==> config.mk <==
export PLATFORM = sky130hd
export DESIGN_NAME = wdl_top
export DESIGN_NICKNAME = d
export VERILOG_FILES = /design/src/rtl/wdl_pkg.sv /design/src/rtl/wdl_regs.sv /design/src/rtl/wdl_svc.sv /design/src/rtl/wdl_count.sv /design/src/rtl/wdl_top.sv
export SDC_FILE = /design/constraint.sdc
export NUM_CORES = 1
export LEC_CHECK = 0
export ABC_AREA = 1
export ABC_CLOCK_PERIOD_IN_PS = 5200
export CORE_MARGIN = 8
export CORE_UTILIZATION = 40
export DETAILED_ROUTE_END_ITERATION = 6
export PLACE_DENSITY_LB_ADDON = 0.25
export SKIP_CTS_REPAIR_TIMING = 1
export SLEW_MARGIN = 40
export SYNTH_ARGS = -nofsm -noshare
export SYNTH_HDL_FRONTEND = slang
export SYNTH_SLANG_ARGS = --single-unit
==> constraint.sdc <==
create_clock -name clk -period 5.2 [get_ports clk]
set_input_delay 0.78 -clock clk [delete_from_list [all_inputs] [get_ports clk]]
set_output_delay 0.78 -clock clk [all_outputs]
set_load 0.01 [all_outputs]
==> src/rtl/wdl_pkg.sv <==
package wdl_pkg;
   localparam int unsigned WDL_DW = 32;
   localparam logic [WDL_DW-1:0] WDL_KEY = 32'h6E52_4635;
   localparam logic [7:0] A_START  = 8'd0;
   localparam logic [7:0] A_RELOAD = 8'd1;
   localparam logic [7:0] A_MASK   = 8'd2;
   localparam logic [7:0] A_CFG    = 8'd3;
   localparam logic [7:0] A_STAT   = 8'd4;
   localparam logic [7:0] A_PEND   = 8'd5;
   localparam logic [7:0] A_COUNT  = 8'd6;
   localparam logic [7:0] A_CHBASE = 8'd8;
endpackage

==> src/rtl/wdl_regs.sv <==
module wdl_regs #(
   parameter int unsigned CNT_W = 24,
   parameter int unsigned NCH   = 4,
   parameter int unsigned CFG_W = 8
) (
   input  logic             clk,
   input  logic             hard_n,
   input  logic             clr_i,
   input  logic             run_i,
   input  logic             wr_reload_i,
   input  logic             wr_mask_i,
   input  logic             wr_cfg_i,
   input  logic [31:0]      wdata_i,
   output logic [CNT_W-1:0] reload_q,
   output logic [NCH-1:0]   mask_q,
   output logic [CFG_W-1:0] cfg_q
);
   logic open_w;
   assign open_w = !run_i;

   always_ff @(posedge clk or negedge hard_n) begin
      if (!hard_n) begin
         reload_q <= '0;
         mask_q   <= '0;
         cfg_q    <= '0;
      end else if (clr_i) begin
         reload_q <= '0;
         mask_q   <= '0;
         cfg_q    <= '0;
      end else if (open_w) begin
         if (wr_reload_i) reload_q <= wdata_i[CNT_W-1:0];
         if (wr_mask_i)   mask_q   <= wdata_i[NCH-1:0];
         if (wr_cfg_i)    cfg_q    <= wdata_i[CFG_W-1:0];
      end
   end


   setup_locked_chk: assert property (@(posedge clk) disable iff (!hard_n)
      (run_i && !clr_i) |=> ($stable(reload_q) && $stable(mask_q) && $stable(cfg_q)));
endmodule

==> src/rtl/wdl_svc.sv <==
module wdl_svc #(
   parameter int unsigned NCH = 4
) (
   input  logic           clk,
   input  logic           hard_n,
   input  logic           clr_i,
   input  logic           run_i,
   input  logic           key_ok_i,
   input  logic [NCH-1:0] chan_wr_i,
   input  logic [NCH-1:0] mask_i,
   output logic [NCH-1:0] pend_o,
   output logic           reload_o
);
   logic [NCH-1:0] flags_q;
   logic [NCH-1:0] valid_w;
   logic [NCH-1:0] flags_nxt;
   logic           all_done;

   genvar gi;
   generate
      for (gi = 0; gi < NCH; gi++) begin : g_ch
         assign valid_w[gi] = chan_wr_i[gi] && key_ok_i && mask_i[gi] && run_i;
         always_ff @(posedge clk or negedge hard_n) begin
            if (!hard_n)                        flags_q[gi] <= 1'b0;
            else if (clr_i || !run_i || reload_o) flags_q[gi] <= 1'b0;
            else                                flags_q[gi] <= flags_nxt[gi];
         end
      end
   endgenerate

   assign flags_nxt = flags_q | valid_w;
   assign all_done  = (mask_i != '0) && ((flags_nxt & mask_i) == mask_i);
   assign reload_o  = run_i && (valid_w != '0) && all_done;
   assign pend_o    = run_i ? (mask_i & ~flags_q) : '0;


   flag_in_mask_chk: assert property (@(posedge clk) disable iff (!hard_n)
      (flags_q & ~mask_i) == '0);

   zero_mask_chk: assert property (@(posedge clk) disable iff (!hard_n)
      (mask_i == '0) |-> !reload_o);
endmodule

==> src/rtl/wdl_count.sv <==
module wdl_count #(
   parameter int unsigned CNT_W = 24
) (
   input  logic             clk,
   input  logic             hard_n,
   input  logic             start_i,
   input  logic             tick_i,
   input  logic             reload_i,
   input  logic [CNT_W-1:0] reload_val_i,
   output logic [CNT_W-1:0] cnt_q,
   output logic             run_q,
   output logic             fire_q
);
   localparam logic [CNT_W-1:0] ONE = CNT_W'(1);

   always_ff @(posedge clk or negedge hard_n) begin
      if (!hard_n) begin
         run_q  <= 1'b0;
         cnt_q  <= '0;
         fire_q <= 1'b0;
      end else if (fire_q) begin
         run_q  <= 1'b0;
         cnt_q  <= '0;
         fire_q <= 1'b0;
      end else begin
         fire_q <= 1'b0;
         if (!run_q) begin
            if (start_i) begin
               run_q <= 1'b1;
               cnt_q <= reload_val_i;
            end
         end else if (reload_i) begin
            cnt_q <= reload_val_i;
         end else if (tick_i) begin
            if (cnt_q <= ONE) begin
               cnt_q  <= '0;
               fire_q <= 1'b1;
            end else begin
               cnt_q <= cnt_q - ONE;
            end
         end
      end
   end


   one_cycle_rst_chk: assert property (@(posedge clk) disable iff (!hard_n)
      fire_q |=> !fire_q);

   no_sw_stop_chk: assert property (@(posedge clk) disable iff (!hard_n)
      $fell(run_q) |-> $past(fire_q));

   count_down_chk: assert property (@(posedge clk) disable iff (!hard_n)
      (run_q && !reload_i && !fire_q) |=> (cnt_q <= $past(cnt_q)));
endmodule

==> src/rtl/wdl_top.sv <==
module wdl_top #(
   parameter int unsigned CNT_W  = 24,
   parameter int unsigned NCH    = 4,
   parameter int unsigned CFG_W  = 8,
   parameter int unsigned ADDR_W = 5,
   parameter int unsigned DW     = 32
) (
   input  logic              clk,
   input  logic              por_n,
   input  logic              pin_rst_n,
   input  logic              bor_n,
   input  logic              soft_rst_i,
   input  logic              tick_i,
   input  logic              wr_i,
   input  logic [ADDR_W-1:0] addr_i,
   input  logic [31:0]       wdata_i,
   output logic [31:0]       rdata_o,
   output logic              wdt_rst_o
);
   import wdl_pkg::*;

   generate
      if (DW != WDL_DW)               $error("wdl_top: DW must be 32");
      if (NCH < 1 || NCH > 8)         $error("wdl_top: NCH out of range");
      if (CNT_W < 2 || CNT_W > 32)    $error("wdl_top: CNT_W out of range");
      if (CFG_W < 1 || CFG_W > 32)    $error("wdl_top: CFG_W out of range");
      if (ADDR_W < 4 || ADDR_W > 8)   $error("wdl_top: ADDR_W out of range");
   endgenerate

   logic             hard_n;
   logic             run_w;
   logic             fire_w;
   logic             reload_w;
   logic             start_w;
   logic             key_ok_w;
   logic             chan_sel_w;
   logic             timeout_q;
   logic [CNT_W-1:0] cnt_w;
   logic [CNT_W-1:0] reload_q;
   logic [NCH-1:0]   mask_q;
   logic [NCH-1:0]   pend_w;
   logic [NCH-1:0]   chan_wr_w;
   logic [CFG_W-1:0] cfg_q;

   assign hard_n     = por_n & pin_rst_n & bor_n;
   assign start_w    = wr_i && (addr_i == ADDR_W'(A_START)) && wdata_i[0];
   assign key_ok_w   = (wdata_i == WDL_KEY);
   assign chan_sel_w = (addr_i >> 3) == ADDR_W'(A_CHBASE >> 3);

   genvar gc;
   generate
      for (gc = 0; gc < NCH; gc++) begin : g_dec
         assign chan_wr_w[gc] = wr_i && chan_sel_w && (addr_i[2:0] == 3'(gc));
      end
   endgenerate

   wdl_regs #(.CNT_W(CNT_W), .NCH(NCH), .CFG_W(CFG_W)) u_regs (
      .clk         (clk),
      .hard_n      (hard_n),
      .clr_i       (fire_w),
      .run_i       (run_w),
      .wr_reload_i (wr_i && (addr_i == ADDR_W'(A_RELOAD))),
      .wr_mask_i   (wr_i && (addr_i == ADDR_W'(A_MASK))),
      .wr_cfg_i    (wr_i && (addr_i == ADDR_W'(A_CFG))),
      .wdata_i     (wdata_i),
      .reload_q    (reload_q),
      .mask_q      (mask_q),
      .cfg_q       (cfg_q)
   );

   wdl_svc #(.NCH(NCH)) u_svc (
      .clk       (clk),
      .hard_n    (hard_n),
      .clr_i     (fire_w),
      .run_i     (run_w),
      .key_ok_i  (key_ok_w),
      .chan_wr_i (chan_wr_w),
      .mask_i    (mask_q),
      .pend_o    (pend_w),
      .reload_o  (reload_w)
   );

   wdl_count #(.CNT_W(CNT_W)) u_count (
      .clk          (clk),
      .hard_n       (hard_n),
      .start_i      (start_w),
      .tick_i       (tick_i),
      .reload_i     (reload_w),
      .reload_val_i (reload_q),
      .cnt_q        (cnt_w),
      .run_q        (run_w),
      .fire_q       (fire_w)
   );

   always_ff @(posedge clk or negedge por_n) begin
      if (!por_n)      timeout_q <= 1'b0;
      else if (fire_w) timeout_q <= 1'b1;
   end

   assign wdt_rst_o = fire_w;

   always_comb begin
      rdata_o = '0;
      if (addr_i == ADDR_W'(A_RELOAD))     rdata_o = 32'(reload_q);
      else if (addr_i == ADDR_W'(A_MASK))  rdata_o = 32'(mask_q);
      else if (addr_i == ADDR_W'(A_CFG))   rdata_o = 32'(cfg_q);
      else if (addr_i == ADDR_W'(A_STAT))  rdata_o = {30'd0, timeout_q, run_w};
      else if (addr_i == ADDR_W'(A_PEND))  rdata_o = 32'(pend_w);
      else if (addr_i == ADDR_W'(A_COUNT)) rdata_o = 32'(cnt_w);
   end


   soft_ignored_chk: assert property (@(posedge clk) disable iff (!hard_n)
      (soft_rst_i && run_w && !fire_w) |=> run_w);

   sticky_kept_chk: assert property (@(posedge clk) disable iff (!por_n)
      timeout_q |=> timeout_q);
endmodule

==> key figures, run 1 <==
GRT
  • GRT Residual Overflow: 0
  • Number of global-route vias before repair: 4435
  • GRT Total Usage: between 10% and 20%
  • Largest net degree at the start of global routing: 35
  • First-pass GRT wire length: approximately 22000 um
  • Initial antenna violation count: 0

Placed design
  • Input/output buffers: 67
  • GP Congestion: just over 0.9
  • Estimated wirelength of the detail-placed design: slightly below 10000 um

Logic synthesis
  • Post-synth top area cell: dfrtp_1
  • Synth area leaders: dfrtp_1 38%, nand2_1 18%, inv_1 7.6%, nand3_1 6.1%, nor2_1 5.9%
  • Post-synthesis xor/xnor area fraction: between 3 and 4%
  • Largest family of logic cells by synthesized area: simple AND/OR/NAND/NOR gates
  • Cell variety after synth: 35
  • Sequential share of the synthesized area: a little under two fifths
  • Register bit count reported by yosys: 67
  • Top-area cell type share of the netlist area: a little under two fifths
  • Mean post-synth cell area: ~6.7 sq um
  • Mux share of post-synthesis cell area: 0%
  • Simple-gate area share of the yosys netlist: 35.5%
  • Adder-cell share of the synthesized area: less than 1%
  • Synth Area in Compound Gates: approximately a tenth
  • Mapped Area: about 4400 sq um
  • Post-synthesis cell count: ~660
  • Synth warnings: 0

Clock tree
  • Htree depth: 3
  • TritonCTS clock tree: yes
  • Root cell of the clock tree: clkbuf_8
  • Clk sinks: between 60 and 70
  • Clock Latency Late Sink: approximately 0.37 ns
  • CTS buffer count: 9
  • Max Buffers Root-to-Sink: 2
  • CTS clk-pin slew, worst paths: 0.07 ns

Floorplanning
  • Die area: about 15000 sq um
  • FP Rows: 38
  • Initial Util: around two fifths
  • Core Footprint: approximately 11000 sq um
  • Chip height: ~120 um
  • Chip Width: about 120 um
  • Ports: 77

STA
  • Crit share post-route: between 80% and 90%
  • Unrepaired setup endpoints after global routing: false
  • # setup viols final: 0
  • Fin crit period: roughly 4.2 ns
  • Max Clock Skew: between 0.01 and 0.015 ns
  • Worst Max-Slew Pin Slew: about 0.74 ns
  • Fin Hold WS: approximately 0.47 ns
  • Max-slew violations: 0
  • FMAX: 236 MHz
  • Hold Vio Cnt, Final: 0
  • Slew HR: between 50% and 60%
  • Setup TNS: 0 ns

Final layout
  • Synth-to-Final Area Change: 20.6%
  • Share of post-route cells with drive strength above 1: around 5.0%
  • ANT cells: 0
  • Commonest non-fill, non-tap cells in the layout: 219 x nand2_1, 90 x inv_1, 70 x nor2_1
  • Commonest non-fill, non-tap cell in the layout: nand2_1
  • Fill cells: 1137
  • Nets: between 700 and 800

Power
  • Pwr per Cell Area: 427 nW/um^2
  • P_leak: approximately 0.0027 uW
  • Total power: around 2300 uW
  • Worst VDD drop: around 0.18 mV

Drt
  • Routed WL: ~14000 um
  • DRT iter0 DRCs: 340
  • Via count: 4494
  • Antenna-violating nets left: 0
  • DR WL/cell: ~16 um
  • Pre-antenna DRT Iters: 5
  • Drt via density: around 5.2
  • DR DRC count: 0

Run
  • Max-cap violation count: 0

Setup path
  • R2R cell count: 8
  • Setup crit start kind: primary input
  • Arr. time, crit path: 3.46 ns
  • Worst EP required: 4.42 ns
  • WS Path Type: in -> out
  • Worst-path maximum fanout: 16
  • Crit. End Element: output pin

Outcome
  • Outcome: completed

Worst hold path
  • Hold Path Class: reg -> reg
  • Hold depth: 2
[routing by layer]
layer  global-route usage (%)  vias up  part of all wire (%)
met5                        0        -                     0
met4                     7.25        0                   1.6
met3                     4.84       19                   7.5
met2                     30.7      171                    48
met1                     22.7     2107                    43
li1                         -     2197                     -
[layout make-up]
cell class	count	area (sq um)	area share (%)
Clock buffer	9	124	2.31
Clock inverter	7	77.6	1.45
Inverter	91	347	6.47
Multi-Input combinational cell	481	2260	42.2
Sequential cell	67	1680	31.3
Tap cell	140	175	3.27
Timing Repair Buffer	71	701	13.1
[power by group]
part	switching [uW]	total, uW	internal [uW]	leakage (uW)
Clock	229	453	224	0.0000998
Sequential	178	884	707	0.000881
Combinational	594	950	355	0.00170
Total	1000	2290	1290	0.00268
[flip-flops by register name (all words and copies together) (netlist names)]
| name | cells |
|---|---|
| u_svc.flags_q | 4 |
| u_regs.reload_q | 24 |
| timeout_q | 1 |
| u_regs.cfg_q | 8 |
| u_count.run_q | 1 |
| u_regs.mask_q | 4 |
| u_count.fire_q | 1 |
| u_count.cnt_q | 24 |
[critical path: stages]
cell,delay [ns]
clkdlybuf4s50_1,0.55
inv_1,0.11
nor2_4,0.34
nand2_1,0.53
o221ai_1,0.37
a21oi_1,0.07
o221ai_1,0.10
clkdlybuf4s50_1,0.60
[cells by family (layout without fill, tap and decap cells)]
| kind of cell | count (synthesis) | in the layout |
|---|---|---|
| AND/OR/NAND/NOR | 374 | 374 |
| flip-flops | 67 | 67 |
| other | 1 | 8 |
| adder cells (fa/ha/maj) | 2 | 2 |
| AO/OA/AOI/OAI | 79 | 79 |
| buffers and inverters | 120 | 178 |
| XOR/XNOR | 18 | 18 |
[synth_stat cells (all sizes together)]
| master | number |
|---|---|
| nand2 | 224 |
| inv | 90 |
| nor2 | 76 |
| dfrtp | 67 |
| nand3 | 55 |
| o21ai | 34 |
| buf | 23 |
| o22ai | 18 |
| xor2 | 18 |
| a21oi | 11 |
| nand4 | 8 |
| nor3 | 8 |
| clkbuf | 6 |
| o211ai | 5 |
| o221ai | 4 |
| a211oi | 2 |
| ha | 2 |
| o32ai | 2 |
| a22oi | 1 |
| a31oi | 1 |
| and3 | 1 |
| clkinv | 1 |
| conb | 1 |
| nand3b | 1 |
| nor3b | 1 |
| o31ai | 1 |
[path summary, 6_finish.rpt]
kind / startpoint / to / slack (ns)
setup / recovery: addr_i[1] / rdata_o[0] / 0.96
hold / removal: timeout_q / timeout_q / 0.47
setup reg to reg: u_count.run_q / u_regs.reload_q[14] / 2.37
hold reg to reg: timeout_q / timeout_q / 0.47
max in group asynchronous: por_n / u_regs.mask_q[0] / 3.39
min in group asynchronous: por_n / timeout_q / 0.57
[per-stage QoR]
stage	worst slack (ns)	cell area [sq um]	instances	util, %
floorplan	2.33	4470	668	-
global placement	1.08	5150	850	47.6
detailed placement	1.04	5150	850	47.6
CTS	1.03	5360	866	49.4
global route	0.886	5360	866	49.4
finish	0.955	5360	866	49.4
No activity file was read; power rests on OpenSTA's default activity.
==> run 2, diff against run 1 <==
--- a/config.mk
+++ b/config.mk
@@ -6,7 +6,7 @@
 export NUM_CORES = 1
 export LEC_CHECK = 0
 export ABC_AREA = 1
-export ABC_CLOCK_PERIOD_IN_PS = 5200
+export ABC_CLOCK_PERIOD_IN_PS = 4100
 export CORE_MARGIN = 8
 export CORE_UTILIZATION = 40
 export DETAILED_ROUTE_END_ITERATION = 6
==> constraint.sdc (replaced) <==
create_clock -name clk -period 4.1 [get_ports clk]
set_input_delay 0.615 -clock clk [delete_from_list [all_inputs] [get_ports clk]]
set_output_delay 0.615 -clock clk [all_outputs]
set_load 0.01 [all_outputs]
==> key figures, run 2 (synthesized netlist as in run 1, its figures left out) <==
GRT
  • GRT Residual Overflow: 0
  • Global routing usage on met2: just under 30%
  • Largest net degree at the start of global routing: 45
  • GRT Total Usage: ~18%
  • Top Usage Layer GRT: met2
  • GR Util met3: about 4%
  • M1 GR Usage: between 20% and 30%
  • Number of global-route vias before repair: approximately 4400
  • First-pass GRT wire length: 21800 um
  • Initial antenna violation count: 0

Power
  • Worst VDD drop: about 0.22 mV
  • Register share of total power: a little under 40%
  • Internal cell power: about 1600 uW
  • Part of the power in the clock network: about 20%
  • P_leak: roughly 0.0027 uW
  • Pwr per Cell Area: roughly 540 nW/um^2
  • Combinational Power Share: around 41%
  • Sw Share: 43.4%
  • Sw power: around 1300 uW

Clock tree
  • CTS clk-pin slew, worst paths: approximately 0.080 ns
  • CTS buffer count: 9
  • Max Buffers Root-to-Sink: 2
  • Clk sinks: 67
  • Htree depth: 3
  • TritonCTS clock tree: yes
  • Root cell of the clock tree: clkbuf_8
  • Clock Latency Late Sink: between 0.3 and 0.4 ns

Setup path
  • Most frequent CP cell: clkdlybuf4s50_1
  • CP Depth: 7
  • Worst EP required: 3.48 ns
  • R2R cell count: 13
  • Crit. End Element: output pin
  • Crit path buffers/inverters: 4
  • Cell Chain, Critical Path: clkdlybuf4s50_1 > inv_1 > nor3_1 > nand2_1 > buf_4 > o22ai_1 > clkdlybuf4s50_1
  • CP max stage delay: 0.58 ns
  • WS Path Type: in -> out
  • Arr. time, crit path: roughly 3.1 ns
  • Delay-heaviest family, CP: buffers and inverters
  • R2r setup slk: 1.60 ns
  • Worst-path maximum fanout: 9
  • Slowest-stage cell, CP: clkdlybuf4s50_1
  • Setup crit start kind: primary input

Drt
  • DR DRC count: 0
  • DRT iter0 DRCs: a little under 300
  • Via count: between 4000 and 5000
  • DR WL/cell: ~15 um
  • Antenna-violating nets left: 0
  • Routed WL: 13300 um
  • Drt via density: between 5 and 6
  • Pre-antenna DRT Iters: 5

STA
  • Fin crit period: between 3 and 4 ns
  • # setup viols final: 0
  • Max Clock Skew: between 0.01 and 0.015 ns
  • FMAX: ~270 MHz
  • Max-slew violations: 0
  • Setup TNS: 0 ns
  • Slew HR: between 50% and 60%
  • Hold Vio Cnt, Final: 0
  • Worst Max-Slew Pin Slew: ~0.67 ns
  • Unrepaired setup endpoints after global routing: false
  • Fin Hold WS: 0.405 ns
  • Crit share post-route: 90.9%

Floorplanning
  • Chip height: roughly 120 um
  • Ports: 77
  • Initial Util: 41.0%
  • FP Rows: 38
  • Chip Width: approximately 120 um
  • Core Footprint: roughly 11000 sq um
  • Die area: between 10000 and 15000 sq um

Worst hold path
  • Hold Path Class: in -> async

Final layout
  • Post-Layout Cell Count: roughly 870
  • Design Area, Final: around 5400 sq um
  • Biggest regs: u_count.cnt_q: 24 flops, u_regs.reload_q: 24 flops, u_regs.cfg_q: 8 flops
  • Fill cells: between 1000 and 1500
  • Nets: between 700 and 800
  • Share of post-route cells with drive strength above 1: between 5 and 6%
  • Multi-input logic area: roughly 2300 sq um
  • ANT cells: 0
  • Commonest non-fill, non-tap cell in the layout: nand2_1
  • Commonest non-fill, non-tap cells in the layout: 219 x nand2_1, 90 x inv_1, 70 x nor2_1
  • Storage cell area: ~1700 sq um
  • Synth-to-Final Area Change: 21.5%

Placed design
  • Placed Area: slightly above 5000 sq um
  • GP Congestion: ~0.9
  • Estimated wirelength of the detail-placed design: just under 10000 um
  • Placed instance count: about 860
  • Input/output buffers: 67

Run
  • Max-cap violation count: 0

Outcome
  • Outcome: completed
run 2: cell types whose count changed in the layout (fill, tap and decap cells not counted), sizes merged:
cell	before	now
inv	91	90
clkbuf	9	10
buf	4	9
run 2: area by class of cell:
type,instances,area share (%)
clock buffers,10,2.55
multi-input cells,481,41.9
flip-flops and latches,67,31.1
repair buffers,76,13.7
clock inverters,6,1.21
well taps,140,3.24
inverters,91,6.42
run 2: per-stage QoR:
step	utilization (%)	power (uW)	setup WS, ns
4_1_cts	49.8	2910	0.441
5_1_grt	49.8	3150	0.229
3_5_place_dp	47.9	2320	0.451
6_report	49.8	2910	0.371
2_1_floorplan	-	2030	1.40
3_3_place_gp	47.9	2290	0.536
run 2: final timing paths:
kind | endpoint | start
setup / recovery | rdata_o[15] | addr_i[2]
hold / removal | timeout_q | por_n
setup reg to reg | u_count.cnt_q[16] | u_count.cnt_q[0]
hold reg to reg | timeout_q | timeout_q
max in group asynchronous | u_regs.cfg_q[1] | por_n
min in group clk | timeout_q | timeout_q
run 2: power groups by stage:
stage	Sequential, uW	Combinational (uW)	Clock, uW
final	1130	1200	575
after global routing	1160	1380	613
after CTS	1120	1200	585
after detailed placement	1130	1190	0
after global placement	1120	1160	0
after floorplan	1060	966	0
run 2: metal layers:
layer	share of wire, %	vias to the layer above
met5	0	-
met2	46	151
met3	6.7	33
met4	3.0	0
li1	-	2197
met1	44	2075
==> run 3, diff against run 2 <==
--- a/config.mk
+++ b/config.mk
@@ -6,13 +6,12 @@
 export NUM_CORES = 1
 export LEC_CHECK = 0
 export ABC_AREA = 1
-export ABC_CLOCK_PERIOD_IN_PS = 4100
+export ABC_CLOCK_PERIOD_IN_PS = 3700
 export CORE_MARGIN = 8
 export CORE_UTILIZATION = 40
 export DETAILED_ROUTE_END_ITERATION = 6
 export PLACE_DENSITY_LB_ADDON = 0.25
 export SKIP_CTS_REPAIR_TIMING = 1
-export SLEW_MARGIN = 40
 export SYNTH_ARGS = -nofsm -noshare
 export SYNTH_HDL_FRONTEND = slang
 export SYNTH_SLANG_ARGS = --single-unit
==> constraint.sdc (replaced) <==
create_clock -name clk -period 3.7 [get_ports clk]
set_input_delay 0.555 -clock clk [delete_from_list [all_inputs] [get_ports clk]]
set_output_delay 0.555 -clock clk [all_outputs]
set_load 0.01 [all_outputs]
==> key figures, run 3 (synthesized netlist as in run 1, its figures left out) <==
Outcome
  • Outcome: completed

Final layout
  • ANT cells: 0
  • Commonest non-fill, non-tap cell in the layout: nand2_1
  • Nets: 771
  • Share of post-route cells with drive strength above 1: 5.48%
  • Commonest non-fill, non-tap cells in the layout: 219 x nand2_1, 90 x inv_1, 70 x nor2_1
  • Synth-to-Final Area Change: 21.0%
  • Util after Layout: 49.6%
  • Biggest regs: u_count.cnt_q: 24 flops, u_regs.reload_q: 24 flops, u_regs.cfg_q: 8 flops
  • Post-Layout Cell Count: 870

Setup path
  • Setup crit start kind: primary input
  • Cell Chain, Critical Path: clkdlybuf4s50_1 > inv_1 > nor3_1 > nand2_1 > o221ai_1 > a21oi_1 > o221ai_1 > clkdlybuf4s50_1
  • Arr. time, crit path: between 2 and 3 ns
  • Worst-path maximum fanout: 13
  • CP max stage delay: roughly 0.59 ns
  • Crit. End Element: output pin
  • Slowest-stage cell, CP: clkdlybuf4s50_1
  • Worst EP required: between 3 and 4 ns
  • WS Path Type: in -> out

STA
  • # setup viols final: 0
  • Unrepaired setup endpoints after global routing: false
  • Max Clock Skew: 0.0102 ns
  • Setup TNS: 0 ns
  • FMAX: roughly 280 MHz
  • Max-slew violations: 0
  • Hold Vio Cnt, Final: 0
  • Crit share post-route: between 90% and 100%
  • Slew HR: between 50% and 60%
  • Fin crit period: approximately 3.5 ns
  • Worst Max-Slew Pin Slew: between 0.7 and 0.8 ns

Drt
  • Drt via density: 5.16
  • Routed WL: approximately 13000 um
  • DR DRC count: 0
  • DRT iter0 DRCs: roughly 350
  • Via count: 4491
  • Antenna-violating nets left: 0
  • DR WL/cell: about 15 um
  • Pre-antenna DRT Iters: 5

Run
  • Max-cap violation count: 0

Power
  • Total power: 3140 uW
  • Pwr per Cell Area: around 600 nW/um^2
  • P_leak: about 0.0027 uW
  • Worst VDD drop: roughly 0.36 mV

GRT
  • Number of global-route vias before repair: between 4000 and 5000
  • Initial antenna violation count: 0
  • First-pass GRT wire length: 21500 um
  • Largest net degree at the start of global routing: 33
  • GRT Residual Overflow: 0
  • GRT Total Usage: between 15 and 20%

Placed design
  • Input/output buffers: 67
  • Estimated wirelength of the detail-placed design: 9660 um
  • Placed instance count: ~850
  • GP Congestion: just over 0.9

Clock tree
  • TritonCTS clock tree: yes
  • Clock Latency Late Sink: approximately 0.34 ns
  • Clk sinks: 67
  • Htree depth: 3
  • CTS buffer count: 9
  • Max Buffers Root-to-Sink: 2
  • CTS clk-pin slew, worst paths: about 0.080 ns
  • Root cell of the clock tree: clkbuf_8

Floorplanning
  • FP Rows: 38
  • Chip Width: 121 um
  • Ports: 77
  • Die area: ~15000 sq um
  • Chip height: roughly 120 um
  • Initial Util: slightly above 40%
  • Core Footprint: about 11000 sq um

Worst hold path
  • Hold Path Class: in -> async
[run 3: changes by cell type in the layout (fill, tap and decap cells not counted)]
cell / delta
and3_2: +1
clkinvlp_4: +2
and3_4: -1
buf_12: +1
buf_4: -2
bufinv_16: -1
clkinv_4: -1
[run 3: area by class of cell]
| class | count | area [sq um] |
|---|---|---|
| well taps | 140 | 175 |
| multi-input cells | 481 | 2260 |
| flip-flops and latches | 67 | 1680 |
| clock inverters | 6 | 41.3 |
| repair buffers | 75 | 743 |
| inverters | 91 | 347 |
| fillers | 1105 | 5460 |
| clock buffers | 10 | 138 |
[run 3: metrics by stage]
| step | hold slack (ns) | instance area (sq um) | worst slack [ns] |
|---|---|---|---|
| 2_1_floorplan | 0.259 | 4470 | 1.06 |
| 3_3_place_gp | 0.463 | 5200 | 0.267 |
| 3_5_place_dp | 0.463 | 5200 | 0.239 |
| 4_1_cts | 0.350 | 5380 | 0.221 |
| 5_1_grt | 0.342 | 5380 | 0.00457 |
| 6_report | 0.354 | 5380 | 0.176 |
[run 3: worst paths after layout]
| path | start | endpoint | slack [ns] | cells after the start |
|---|---|---|---|---|
| max | addr_i[2] | rdata_o[0] | 0.18 | 8 |
| min | por_n | timeout_q | 0.35 | 1 |
| max reg2reg | u_count.cnt_q[0] | u_count.cnt_q[13] | 1.27 | 13 |
| min reg2reg | timeout_q | timeout_q | 0.48 | 2 |
| max in group asynchronous | por_n | u_regs.reload_q[0] | 2.28 | 3 |
| min in group clk | timeout_q | timeout_q | 0.48 | 2 |
[run 3: power breakdown]
group	switching, uW	internal (uW)	total, uW
clock network	304	260	564
registers	256	993	1250
logic	829	502	1330
[run 3: per-layer routing]
metal | track usage, % | share of wire, % | vias up
met4 | 6.25 | 2.7 | 0
met2 | 29.6 | 46 | 191
li1 | - | - | 2199
met3 | 4.33 | 6.6 | 33
met1 | 22.9 | 44 | 2068
met5 | 0 | 0 | -
[run 3: worst max-delay path: cells and delay by family]
| family | cells | cell delay [ns] |
|---|---|---|
| and+or+nand+nor | 2 | 0.69 |
| buffers and inverters | 3 | 1.18 |
| AOI/OAI and AO/OA | 3 | 0.53 |
